### src/rtl/seg_xlate_pkg.sv
package seg_xlate_pkg;
  localparam int unsigned VA_W_DEF  = 32;
  localparam int unsigned PA_W_DEF  = 30;
  localparam int unsigned SEG_W_DEF = 2;

  typedef enum logic [1:0] {
    XL_OK       = 2'd0,
    XL_NO_ENTRY = 2'd1,
    XL_LIMIT    = 2'd2,
    XL_WRAP     = 2'd3
  } xl_status_e;
endpackage

### src/rtl/seg_desc_file.sv
module seg_desc_file #(
  parameter int unsigned IDX_W  = 2,
  parameter int unsigned BASE_W = 30,
  parameter int unsigned LIM_W  = 30
) (
  input  logic              clk_i,
  input  logic              rst_ni,
  input  logic              wr_en_i,
  input  logic [IDX_W-1:0]  wr_idx_i,
  input  logic              wr_valid_i,
  input  logic [BASE_W-1:0] wr_base_i,
  input  logic [LIM_W-1:0]  wr_limit_i,
  input  logic [IDX_W-1:0]  rd_idx_i,
  output logic              rd_valid_o,
  output logic [BASE_W-1:0] rd_base_o,
  output logic [LIM_W-1:0]  rd_limit_o
);
  localparam int unsigned N_ENT = 1 << IDX_W;

  logic              valid_q [N_ENT];
  logic [BASE_W-1:0] base_q  [N_ENT];
  logic [LIM_W-1:0]  limit_q [N_ENT];

  for (genvar g = 0; g < N_ENT; g++) begin : g_ent
    logic sel;
    assign sel = wr_en_i && (wr_idx_i == IDX_W'(g));
    always_ff @(posedge clk_i or negedge rst_ni) begin
      if (!rst_ni) begin
        valid_q[g] <= 1'b0;
        base_q[g]  <= '0;
        limit_q[g] <= '0;
      end else if (sel) begin
        valid_q[g] <= wr_valid_i;
        base_q[g]  <= wr_base_i;
        limit_q[g] <= wr_limit_i;
      end
    end
  end

  // read is from stored state: a same-edge write is not visible
  assign rd_valid_o = valid_q[rd_idx_i];
  assign rd_base_o  = base_q[rd_idx_i];
  assign rd_limit_o = limit_q[rd_idx_i];

  p_write_lands_r8: assert property (@(posedge clk_i) disable iff (!rst_ni)
    wr_en_i |=> (valid_q[$past(wr_idx_i)] == $past(wr_valid_i)) &&
                (base_q[$past(wr_idx_i)]  == $past(wr_base_i)) &&
                (limit_q[$past(wr_idx_i)] == $past(wr_limit_i)));

  p_no_write_stable_r8: assert property (@(posedge clk_i) disable iff (!rst_ni)
    !wr_en_i |=> $stable(valid_q[0]) && $stable(base_q[0]) && $stable(limit_q[0]));
endmodule

### src/rtl/seg_check.sv
module seg_check
  import seg_xlate_pkg::*;
#(
  parameter int unsigned BASE_W = 30,
  parameter int unsigned LIM_W  = 30
) (
  input  logic              ent_valid_i,
  input  logic [BASE_W-1:0] ent_base_i,
  input  logic [LIM_W-1:0]  ent_limit_i,
  input  logic [LIM_W-1:0]  offset_i,
  output xl_status_e        status_o,
  output logic [BASE_W-1:0] sum_o
);
  localparam int unsigned SUM_W = ((BASE_W > LIM_W) ? BASE_W : LIM_W) + 1;

  logic [SUM_W-1:0] sum_full;
  logic             wrap;

  assign sum_full = SUM_W'(ent_base_i) + SUM_W'(offset_i);
  assign wrap     = |sum_full[SUM_W-1:BASE_W];
  assign sum_o    = sum_full[BASE_W-1:0];

  // priority: empty entry, then limit, then wrap
  always_comb begin
    if (!ent_valid_i)                status_o = XL_NO_ENTRY;
    else if (offset_i > ent_limit_i) status_o = XL_LIMIT;
    else if (wrap)                   status_o = XL_WRAP;
    else                             status_o = XL_OK;
  end
endmodule

### src/rtl/seg_resp_reg.sv
module seg_resp_reg
  import seg_xlate_pkg::*;
#(
  parameter int unsigned PA_W = 30
) (
  input  logic            clk_i,
  input  logic            rst_ni,
  input  logic            req_i,
  input  xl_status_e      status_i,
  input  logic [PA_W-1:0] sum_i,
  output logic            rsp_valid_o,
  output logic [PA_W-1:0] paddr_o,
  output logic            fault_o
);
  always_ff @(posedge clk_i or negedge rst_ni) begin
    if (!rst_ni) begin
      rsp_valid_o <= 1'b0;
      paddr_o     <= '0;
      fault_o     <= 1'b0;
    end else if (req_i) begin
      rsp_valid_o <= 1'b1;
      fault_o     <= (status_i != XL_OK);
      paddr_o     <= (status_i == XL_OK) ? sum_i : '0;
    end else begin
      rsp_valid_o <= 1'b0;
      paddr_o     <= '0;
      fault_o     <= 1'b0;
    end
  end

  p_fault_zero_r4: assert property (@(posedge clk_i) disable iff (!rst_ni)
    fault_o |-> (paddr_o == '0) && rsp_valid_o);

  p_idle_zero_r7: assert property (@(posedge clk_i) disable iff (!rst_ni)
    !rsp_valid_o |-> (paddr_o == '0) && !fault_o);
endmodule

### src/rtl/seg_xlate.sv
module seg_xlate
  import seg_xlate_pkg::*;
#(
  parameter int unsigned VA_W  = VA_W_DEF,
  parameter int unsigned PA_W  = PA_W_DEF,
  parameter int unsigned SEG_W = SEG_W_DEF
) (
  input  logic                    clk_i,
  input  logic                    rst_ni,
  input  logic                    wr_en_i,
  input  logic [SEG_W-1:0]        wr_idx_i,
  input  logic                    wr_valid_i,
  input  logic [PA_W-1:0]         wr_base_i,
  input  logic [VA_W-SEG_W-1:0]   wr_limit_i,
  input  logic                    req_i,
  input  logic [VA_W-1:0]         vaddr_i,
  output logic                    rsp_valid_o,
  output logic [PA_W-1:0]         paddr_o,
  output logic                    fault_o
);
  localparam int unsigned OFF_W = VA_W - SEG_W;
  localparam int unsigned CMP_W = ((PA_W > OFF_W) ? PA_W : OFF_W) + 2;

  logic [SEG_W-1:0] seg;
  logic [OFF_W-1:0] off;
  logic             ent_valid;
  logic [PA_W-1:0]  ent_base;
  logic [OFF_W-1:0] ent_limit;
  xl_status_e       status;
  logic [PA_W-1:0]  sum;

  assign seg = vaddr_i[VA_W-1:OFF_W];
  assign off = vaddr_i[OFF_W-1:0];

  seg_desc_file #(.IDX_W(SEG_W), .BASE_W(PA_W), .LIM_W(OFF_W)) u_desc (
    .clk_i, .rst_ni, .wr_en_i, .wr_idx_i, .wr_valid_i, .wr_base_i,
    .wr_limit_i, .rd_idx_i(seg), .rd_valid_o(ent_valid),
    .rd_base_o(ent_base), .rd_limit_o(ent_limit)
  );

  seg_check #(.BASE_W(PA_W), .LIM_W(OFF_W)) u_check (
    .ent_valid_i(ent_valid), .ent_base_i(ent_base), .ent_limit_i(ent_limit),
    .offset_i(off), .status_o(status), .sum_o(sum)
  );

  seg_resp_reg #(.PA_W(PA_W)) u_resp (
    .clk_i, .rst_ni, .req_i, .status_i(status), .sum_i(sum),
    .rsp_valid_o, .paddr_o, .fault_o
  );

  p_rsp_follows_req_r7: assert property (@(posedge clk_i) disable iff (!rst_ni)
    req_i |=> rsp_valid_o);
  p_no_req_no_rsp_r7: assert property (@(posedge clk_i) disable iff (!rst_ni)
    !req_i |=> !rsp_valid_o);
  p_empty_faults_r5: assert property (@(posedge clk_i) disable iff (!rst_ni)
    req_i && !ent_valid |=> fault_o);
  p_limit_faults_r4: assert property (@(posedge clk_i) disable iff (!rst_ni)
    req_i && ent_valid && (off > ent_limit) |=> fault_o);
  p_no_overflow_r6: assert property (@(posedge clk_i) disable iff (!rst_ni)
    req_i && (CMP_W'(ent_base) + CMP_W'(off) > CMP_W'({PA_W{1'b1}})) |=> fault_o);
  p_sum_ok_r3: assert property (@(posedge clk_i) disable iff (!rst_ni)
    req_i && ent_valid && (off <= ent_limit) &&
    (CMP_W'(ent_base) + CMP_W'(off) <= CMP_W'({PA_W{1'b1}}))
    |=> !fault_o && (paddr_o == $past(PA_W'(ent_base + PA_W'(off)))));
endmodule

### config.mk
export PLATFORM = sky130hd
export DESIGN_NAME = seg_xlate
export DESIGN_NICKNAME = d
export VERILOG_FILES = /design/src/rtl/seg_xlate_pkg.sv /design/src/rtl/seg_desc_file.sv /design/src/rtl/seg_check.sv /design/src/rtl/seg_resp_reg.sv /design/src/rtl/seg_xlate.sv
export SDC_FILE = /design/constraint.sdc
export NUM_CORES = 1
export LEC_CHECK = 0
export BUFFER_PORTS_ARGS = -buffer_cell sky130_fd_sc_hd__buf_2
export CAP_MARGIN = 0
export CORE_UTILIZATION = 35
export CTS_BUF_LIST = sky130_fd_sc_hd__clkbuf_4 sky130_fd_sc_hd__clkbuf_8
export DETAILED_ROUTE_END_ITERATION = 10
export PLACE_DENSITY_LB_ADDON = 0.05
export SETUP_SLACK_MARGIN = 0.02
export SLEW_MARGIN = 30
export SYNTH_ARGS = -nofsm -noshare
export SYNTH_HDL_FRONTEND = slang
export SYNTH_SLANG_ARGS = --single-unit
export TNS_END_PERCENT = 1
### constraint.sdc
create_clock -name clk_i -period 4.3 [get_ports clk_i]
set_clock_uncertainty 0.05 [all_clocks]
set_input_delay 0.215 -clock clk_i [delete_from_list [all_inputs] [get_ports clk_i]]
set_output_delay 0.215 -clock clk_i [all_outputs]
set_load 0.01 [all_outputs]
# After elaboration in Yosys (flattened, before gate mapping)
# Index checks and enable logic that the tools add are counted.
[totals]
inputBits = 99
out_inout_bits = 32
reg_bits = 276
wordCells = 45
[classes]
n_eq_ne = 3
bitwise_logic = 1
reduce_logical = 7
magnitude_cmp = 2
n_mux = 16
n_addsub = 1
[ops]
columns = ["op", "n"]
rows = [
  ["$mux 30", 6],
  ["$bmux 30 s2", 2],
  ["$add 30x30->31", 1],
  ["$gt 30x30->1", 1],
  ["$mux 2", 3],
  ["$eq 2x2->1 const B", 2],
  ["$logic_and 1x1->1", 4],
  ["$logic_not 2->1", 2],
  ["$mux 1", 4],
  ["$ge 3x3->1 const B", 1],
  ["$not 2->3", 1],
  ["$bmux 1 s2", 1],
  ["$eq 2x1->1 const B", 1],
  ["$reduce_bool 2->1", 1],
]

# Depth between registers and ports, before layout
# Gate-level depths: netlist of run 1.
[depth]
depth_word = 11
mapped_depth = 14
ltp_nobuf = 11

# Cells and area by module
# Synthesis of run 1 repeated with hierarchy kept, for this count alone.
[unflattened]
hier_cells = 1009
hier_area_um2 = 14151.1
[modules_own_cells]
columns = ["module", "cells_each", "seq_area_each_um2", "n_inst", "area_each_um2"]
rows = [
  ["seg_desc_file", 591, 6105.9, 1, 10456.3],
  ["seg_check", 346, 0.0, 1, 2442.3],
  ["seg_resp_reg", 72, 800.8, 1, 1252.5],
]

# Least setup slack after synthesis of run 1
# No wires, ideal clock.
[synth_timing]
kind = "input -> register"
start = "input port vaddr_i[30]"
end = "register u_resp.paddr_o[25]"
required_ps = 4155
path_slack_ps = 358
t_arrival_ps = 3797
n_path_buf = 3
cell_stages = 13
setup_ps = 95
cell_sequence = "clkbuf_1 > buf_1 > mux4_2 > inv_1 > ha_1 > a21o_1 > a221o_1 > a211o_1 > nor4b_4 > o211ai_2 > or3_4 > buf_6 > nor4_4"
[synth_via]
elab_chain_len = 11
word_cells_on_any_way = 18
classes_between = "add/sub (1); order compare (1); mux (14); bitwise (1); reduce/logical (1)"
[synth_rtl]
columns = ["item", "line_no", "text"]
rows = [
  ["start: declaration", "seg_xlate.sv:16", "input logic [VA_W-1:0] vaddr_i,"],
  ["$not 2->3 (implied by the code) (*)", "seg_desc_file.sv:41, seg_desc_file.sv:42, seg_desc_file.sv:43", ""],
  ["$bmux 30 s2", "seg_desc_file.sv:42", "assign rd_base_o = base_q[rd_idx_i];"],
  ["$mux 30 (implied by the code) (2 in series)", "seg_desc_file.sv:42", ""],
  ["$add 30x30->31", "seg_check.sv:19", "assign sum_full = SUM_W'(ent_base_i) + SUM_W'(offset_i);"],
  ["$mux 2", "seg_check.sv:27", "else if (wrap) status_o = XL_WRAP;"],
  ["$mux 2", "seg_check.sv:26", "else if (offset_i > ent_limit_i) status_o = XL_LIMIT;"],
  ["$mux 2", "seg_check.sv:25", "if (!ent_valid_i) status_o = XL_NO_ENTRY;"],
  ["$logic_not 2->1", "seg_resp_reg.sv:23", "paddr_o <= (status_i == XL_OK) ? sum_i : '0;"],
  ["$mux 30 (*)", "seg_resp_reg.sv:23", ""],
  ["$mux 30 (*)", "seg_resp_reg.sv:20", "end else if (req_i) begin"],
  ["end signal: assignment", "seg_resp_reg.sv:23", ""],
  ["end: declaration", "seg_resp_reg.sv:12", "output logic [PA_W-1:0] paddr_o,"],
]
# Every way passes the cells marked *; elsewhere a longest branch is shown, timed or not. The select of a mux whose other input is x is not followed.
# A chain may end at the register's enable or synchronous reset.

# Worst setup path after layout of run 1
[layout_timing]
start = "register u_desc.limit_q[21] in the netlist's numbering"
end = "register u_resp.paddr_o[25]"
[layout_via]
elab_chain_len = 9
[layout_rtl]
columns = ["item", "line_no", "text"]
rows = [
  ["start: declaration", "seg_desc_file.sv:22", "logic [LIM_W-1:0] limit_q [N_ENT];"],
  ["start signal: indexed assignment", "seg_desc_file.sv:35", "limit_q[g] <= wr_limit_i;"],
  ["$bmux 30 s2", "seg_desc_file.sv:43", "assign rd_limit_o = limit_q[rd_idx_i];"],
  ["$mux 30 (implied by the code) (2 in series)", "seg_desc_file.sv:43", ""],
  ["$gt 30x30->1", "seg_check.sv:26", ""],
  ["$mux 2", "seg_check.sv:26", ""],
  ["$mux 2", "seg_check.sv:25", ""],
  ["$logic_not 2->1", "seg_resp_reg.sv:23", ""],
  ["$mux 30", "seg_resp_reg.sv:23", ""],
  ["$mux 30", "seg_resp_reg.sv:20", ""],
]
# No other way between the ends. The select of a mux whose other input is x is not followed.

==> results of run 1 <==
==> final cells by class <==
type | instances | area [um2] | area share, %
multi-input combinational | 638 | 6560 | 38.7
inverter | 40 | 150 | 0.886
timing repair buffer | 221 | 1610 | 9.49
clock buffer | 80 | 995 | 5.87
tap | 518 | 648 | 3.83
clock inverter | 8 | 71.3 | 0.421
sequential | 276 | 6910 | 40.8
==> metal layers <==
metal	global-route usage [%]	part of all wire, %	vias to the layer above
met5	0	0.046	-
met4	4.53	1.6	2
met3	3.86	3.8	53
met2	29.3	45	153
met1	27.2	49	4544
li1	-	-	4152
==> worst max-delay path, delay by kind of cell (launching register included) <==
| family | cells | cell delay (ps) |
|---|---|---|
| flops | 1 | 370 |
| mux | 1 | 460 |
| compound gates | 4 | 1040 |
| fa+ha+maj | 1 | 230 |
| simple gates | 3 | 960 |
| buf+inv | 2 | 240 |
==> path summary, 6_finish.rpt <==
kind	start	end	slack, ps	cells after the start
setup reg to reg	u_desc.limit_q[21]	u_resp.paddr_o[25]	860	11
hold reg to reg	u_desc.limit_q[27]	u_desc.limit_q[27]	450	1
setup / recovery	u_desc.limit_q[21]	u_resp.paddr_o[25]	860	11
hold / removal	vaddr_i[8]	u_resp.paddr_o[8]	80	4
min in group asynchronous	rst_ni	u_desc.base_q[101]	180	2
max in group asynchronous	rst_ni	u_desc.limit_q[83]	2870	3
==> cells by family after synthesis <==
family,share of synthesized area [%]
buffers and inverters,2.64
adders and majority gates,5.58
AOI/OAI and AO/OA,5.47
and+or+nand+nor,4.65
xor gates and xnor gates,1.52
DFF,50.0
muxes,30.1
==> state kept, by name, summed over array words and instances (netlist names) <==
signal,cells
u_desc.base_q,120
u_desc.limit_q,120
u_resp.fault_o,1
u_resp.paddr_o,30
u_desc.valid_q,4
u_resp.rsp_valid_o,1
==> power breakdown <==
group / switching [mW] / internal [mW]
Sequential: 0.239 / 3.08
Combinational: 0.990 / 1.08
Clock: 1.10 / 1.52
==> metrics by stage <==
step | power, mW | util [%] | instances
final | 8.01 | 43.6 | 1781
after global routing | 8.53 | 43.6 | 1781
after CTS | 8.16 | 43.6 | 1781
after detailed placement | 5.41 | 39.2 | 1628
after global placement | 5.40 | 39.2 | 1628
after floorplan | 4.74 | - | 1004
==> synthesized netlist by cell type (all sizes together) (2+ instances only) <==
library cell / instances
a21oi: 45
o21a: 7
and2: 4
o31a: 4
o21ai: 17
a31oi: 5
mux2i: 3
mux2: 245
nand3b: 3
o22ai: 2
nor2b: 2
or2: 2
nand4: 10
buf: 10
nand2: 27
dfrtp: 276
nor3: 3
a41oi: 2
inv: 40
nand2b: 4
a211oi: 2
a21o: 19
nand3: 12
xor2: 14
and4: 2
ha: 60
or3: 2
o21bai: 3
mux4: 61
xnor2: 10
nor2: 45
clkbuf: 40
a21boi: 2
nor4: 3
nor3b: 2
and3: 2
==> flow_summary.toml, run 1 <==
[layout]
area_growth_pct = 22.6
fin_area_um2 = 16900
most-common-layout-cells = "dfrtp_1, mux2_2, buf_2, dlygate4sd3_1, clkbuf_8"
final_common_cell = "dfrtp_1"
fillers = 3701
fin_nets = 1388
diodes = 0
drive_gt1_share_pct = 44.3

[sta]
hold_violations = 0
drv_slew = 0
post-route-min-period_ps = 3440
holdWs_ps = 84.0
tightestPinTransition_ps = 851
fin_setup_tns_ps = 0
max_freq_mhz = 291
post-route-period-util_pct = 80.0
setup_ws_ps = 858
slew_headroom_pct = 43.1
setup_violations = 0
rsz0062_at_grt = "false"

[grt]
grt_overflow = 0
grtUsageTotal_pct = 18.9
grt_pass1_wl_um = 58100
grt_pass1_vias = 9684
grt_max_degree = 114
antenna_found_initial = 1

[setup_path]
path_class = "flop to flop"
cp.required_ps = 4770
cp_max_fo = 14
start_kind = "flop"
path_cells = "mux4_2 > inv_1 > ha_1 > a21o_1 > a221o_1 > a211o_1 > nor4b_4 > o211ai_2 > or3_4 > buf_12 > nor4_4"
cp_slowest_cell = "mux4_2"
cpPeakStageDelay_ps = 460
crit_arrival_ps = 3910
end_kind = "flop"

[placement]
dp_hpwl_um = 24900
preCtsSetupSlack_ps = 525
port_buffers = 130
dpl_cell_area_um2 = 15200
finalWeightedCongestion = 0.795

[synth]
synth.largest_area_cell = "dfrtp_1"
synth.distinct_cells = 56
syn_inst = 1004
syn_avg_cell_area_um2 = 13.8
synth_seq_cells = 276
synth_edf_count = 0
netlist_area_um2 = 13800
yosysTopAreaCellShare_pct = 50.0
syn_nets = 1164
synth.area.top_cells = "dfrtp_1, mux2_2, mux4_2, ha_1, a21oi_1"
synth_ff_type = "dfrtp_1"
synth_warnings = 0
seq_area_frac_synth_pct = 50.0
async_flop_share_pct = 100

[drt]
dr_total_vias = 8904
viasPerCell = 5.00
drtAntennaViolNets = 0
drc = 0
dr.pass1.iters = 4
totalWireLength_um = 36600
first_iter_violations = 340
wl_per_cell_um = 20.6

[floorplan]
ios = 131
coreArea_um2 = 38800
start_util_pct = 35.6
dieArea_um2 = 40300
die_w_um = 201
fp.dieH_um = 201
row_count = 72

[clock_tree]
clock-sinks = 276
cts.clk_slew.worst_paths_ps = 60
holdBufCountCts = 65
post_cts_buffers = 0
ctsResizeCount = 0
clock_path_buffers = 3
cts_buffers = 51
cts_root_buf = "clkbuf_8"
tritoncts = "yes"
clock_latency_ps = 620
htree_levels = 2

[run]
drv_cap = 0

[power_and_ir_drop]
peakVddDrop_mv = 0.186
power_per_cell_area_nw_per_um2 = 473
p_leak_nw = 7.62

[hold_path]
holdCritPathClass = "input port to flop"

[outcome]
status = "finished, final reports clean"
No activity file was read; power rests on OpenSTA's default activity.
==> inputs of run 2 (changes only) <==
ABC_AREA = 1   (was unset)
clock period = 2.93 ns   (was 4.3 ns; I/O delays follow)
==> flow_summary.toml, run 2 <==
[outcome]
status = "finished, final reports clean"

[synth]
syn_avg_cell_area_um2 = 8.02
synth.largest_area_cell = "dfrtp_1"
async_flop_share_pct = 100
seq_area_frac_synth_pct = 48.6
synth_top_cells_by_count = "nand2_1, o21ai_0, dfrtp_1, inv_1, nor2_1"
synth_warnings = 0
synth.distinct_cells = 34
syn_nets = 1933
synth_edf_count = 0
synth_ff_type = "dfrtp_1"
yosysMostFrequentCell = "nand2_1"
netlist_area_um2 = 14200
synth_seq_cells = 276
yosysTopAreaCellShare_pct = 48.6
synth.area.top_cells = "dfrtp_1, nand2_1, o21ai_0, ha_1, inv_1"
syn_inst = 1773

[placement]
finalWeightedCongestion = 0.844
dp_cells = 2469
port_buffers = 130
preCtsSetupSlack_ps = 35.2
dp_hpwl_um = 31800
dpl_cell_area_um2 = 16400

[clock_tree]
clock_path_buffers = 3
cts_buffers = 50
tritoncts = "yes"
ctsResizeCount = 0
clock_latency_ps = 640
cts_root_buf = "clkbuf_8"
htree_levels = 2
clock-sinks = 276
cts.clk_slew.worst_paths_ps = 60
post_cts_buffers = 0

[layout]
diodes = 0
top_regs = "u_desc.base_q x120, u_desc.limit_q x120, u_resp.paddr_o x30"
stdcell_count = 2625
fin_nets = 2226
final_common_cell = "nand2_1"
area_growth_pct = 28.2
most-common-layout-cells = "nand2_1, o21ai_0, dfrtp_1, inv_1, buf_2"
fin_area_um2 = 18200
drive_gt1_share_pct = 19.0
fillers = 4077
post-route-util_pct = 45.7

[setup_path]
r2r-start = "u_desc.base_q[30]"
end_kind = "flop"
path_cells = "o21ai_0 > o22ai_1 > buf_4 > ha_1 > fa_1 > nand2_1 > nand3_1 > nand3b_1 > nand2_2 > nand2_1 > nand2_2 > nand3_2 > nand4_4 > buf_4 > nor2_2"
r2r_slack_ps = 230
crit_start = "u_desc.base_q[30]"
path_class = "flop to flop"
crit-reg2reg-capture = "u_resp.paddr_o[5]"
cp_slowest_cell = "fa_1"
endpoint = "u_resp.paddr_o[5]"
cp_max_fo = 8
cpPeakStageDelay_ps = 400
start_kind = "flop"
crit_arrival_ps = 3210
cp.required_ps = 3440
worst-r2r-cell-count = 15

[grt]
grt_max_degree = 101
grt_pass1_wl_um = 71800
grtUsageTotal_pct = 22.6
antenna_found_initial = 0
grt_overflow = 0
grt_pass1_vias = 12731

[sta]
tightestPinTransition_ps = 772
rsz0062_at_grt = "false"
setup_ws_ps = 234
max_freq_mhz = 371
hold_violations = 0
post-route-period-util_pct = 92.0
slew_headroom_pct = 48.5
fin_setup_tns_ps = 0
post-route-min-period_ps = 2700
drv_slew = 0
setup_violations = 0

[drt]
totalWireLength_um = 45600
dr.pass1.iters = 5
wl_per_cell_um = 17.4
viasPerCell = 4.90
drtAntennaViolNets = 0
first_iter_violations = 827
drc = 0
dr_total_vias = 12862

[floorplan]
row_count = 73
dieArea_um2 = 41400
start_util_pct = 35.6
ios = 131
coreArea_um2 = 39900
die_w_um = 204
fp.dieH_um = 204

[hold_path]
holdCritPathClass = "input port to asynchronous set/reset pin"

[run]
drv_cap = 0

[power_and_ir_drop]
peakVddDrop_mv = 0.354
power_per_cell_area_nw_per_um2 = 632
p_leak_nw = 9.19
[run 2: stage by stage]
| stage | hold slack, ps | total power, mW |
|---|---|---|
| 6_report | 71.6 | 11.5 |
| 2_1_floorplan | -199 | 6.29 |
| 5_1_grt | 113 | 12.3 |
| 3_3_place_gp | 172 | 7.50 |
| 4_1_cts | 70.9 | 11.7 |
| 3_5_place_dp | 166 | 7.53 |
[run 2: area by class of cell]
class	instances	area (um2)	share of cell area [%]
flip-flops and latches	276	6910	37.9
multi-input cells	1261	6430	35.3
repair buffers	334	2600	14.3
clock buffers	79	987	5.42
well taps	525	657	3.60
inverters	143	538	2.95
clock inverters	7	108	0.590
[run 2: kinds of logic (layout without fill, tap and decap cells)]
family	Yosys count	after routing	share of synthesized area, %
AO/OA/AOI/OAI	471	471	18.2
XOR/XNOR	14	14	0.862
adder cells (fa/ha/maj)	61	61	5.42
buffers and inverters	236	563	6.44
flip-flops	276	276	48.6
AND/OR/NAND/NOR	715	715	20.5
[run 2: worst min path at each step]
stage                 from                  to  slack [ps]  depth (start not counted)
floorplan           rst_ni    u_desc.base_q[0]        -200                          0
global placement    rst_ni  u_desc.limit_q[37]         170                          1
detailed placement  rst_ni  u_desc.limit_q[37]         170                          1
CTS                 rst_ni  u_desc.limit_q[37]          70                          2
global route        rst_ni  u_desc.limit_q[37]         110                          2
finish              rst_ni  u_desc.limit_q[36]          70                          2
[run 2: metal layers]
layer / track usage [%] / part of all wire (%) / up-vias / wire (um)
li1: - / - / 6421 / -
met2: 35.3 / 44 / 297 / 20100
met4: 7.84 / 2.8 / 0 / 1270
met5: 0 / 0 / - / 0
met3: 3.64 / 4.7 / 72 / 2130
met1: 31.7 / 48 / 6072 / 22100
[run 2: repair_timing]
| item | 4_1_cts | 5_1_grt |
|---|---|---|
| hold buffers | 70 | 0 |
| endpoints found under the setup margin | 0 | 0 |
| hold endpoints to repair | 375 | 0 |
[run 2: where the power goes]
part           internal, mW  total (mW)  switching, mW
registers              4.38        4.69          0.311
clock network          2.31        4.00           1.69
logic                  1.22        2.83           1.61
[run 2: worst max-delay path: cells and delay by family, from the launching register on]
kind	cells	cell delay, ps
buffers and inverters	2	380
AND/OR/NAND/NOR	9	810
flip-flops	1	370
adder cells (fa/ha/maj)	2	610
AO/OA/AOI/OAI	2	400
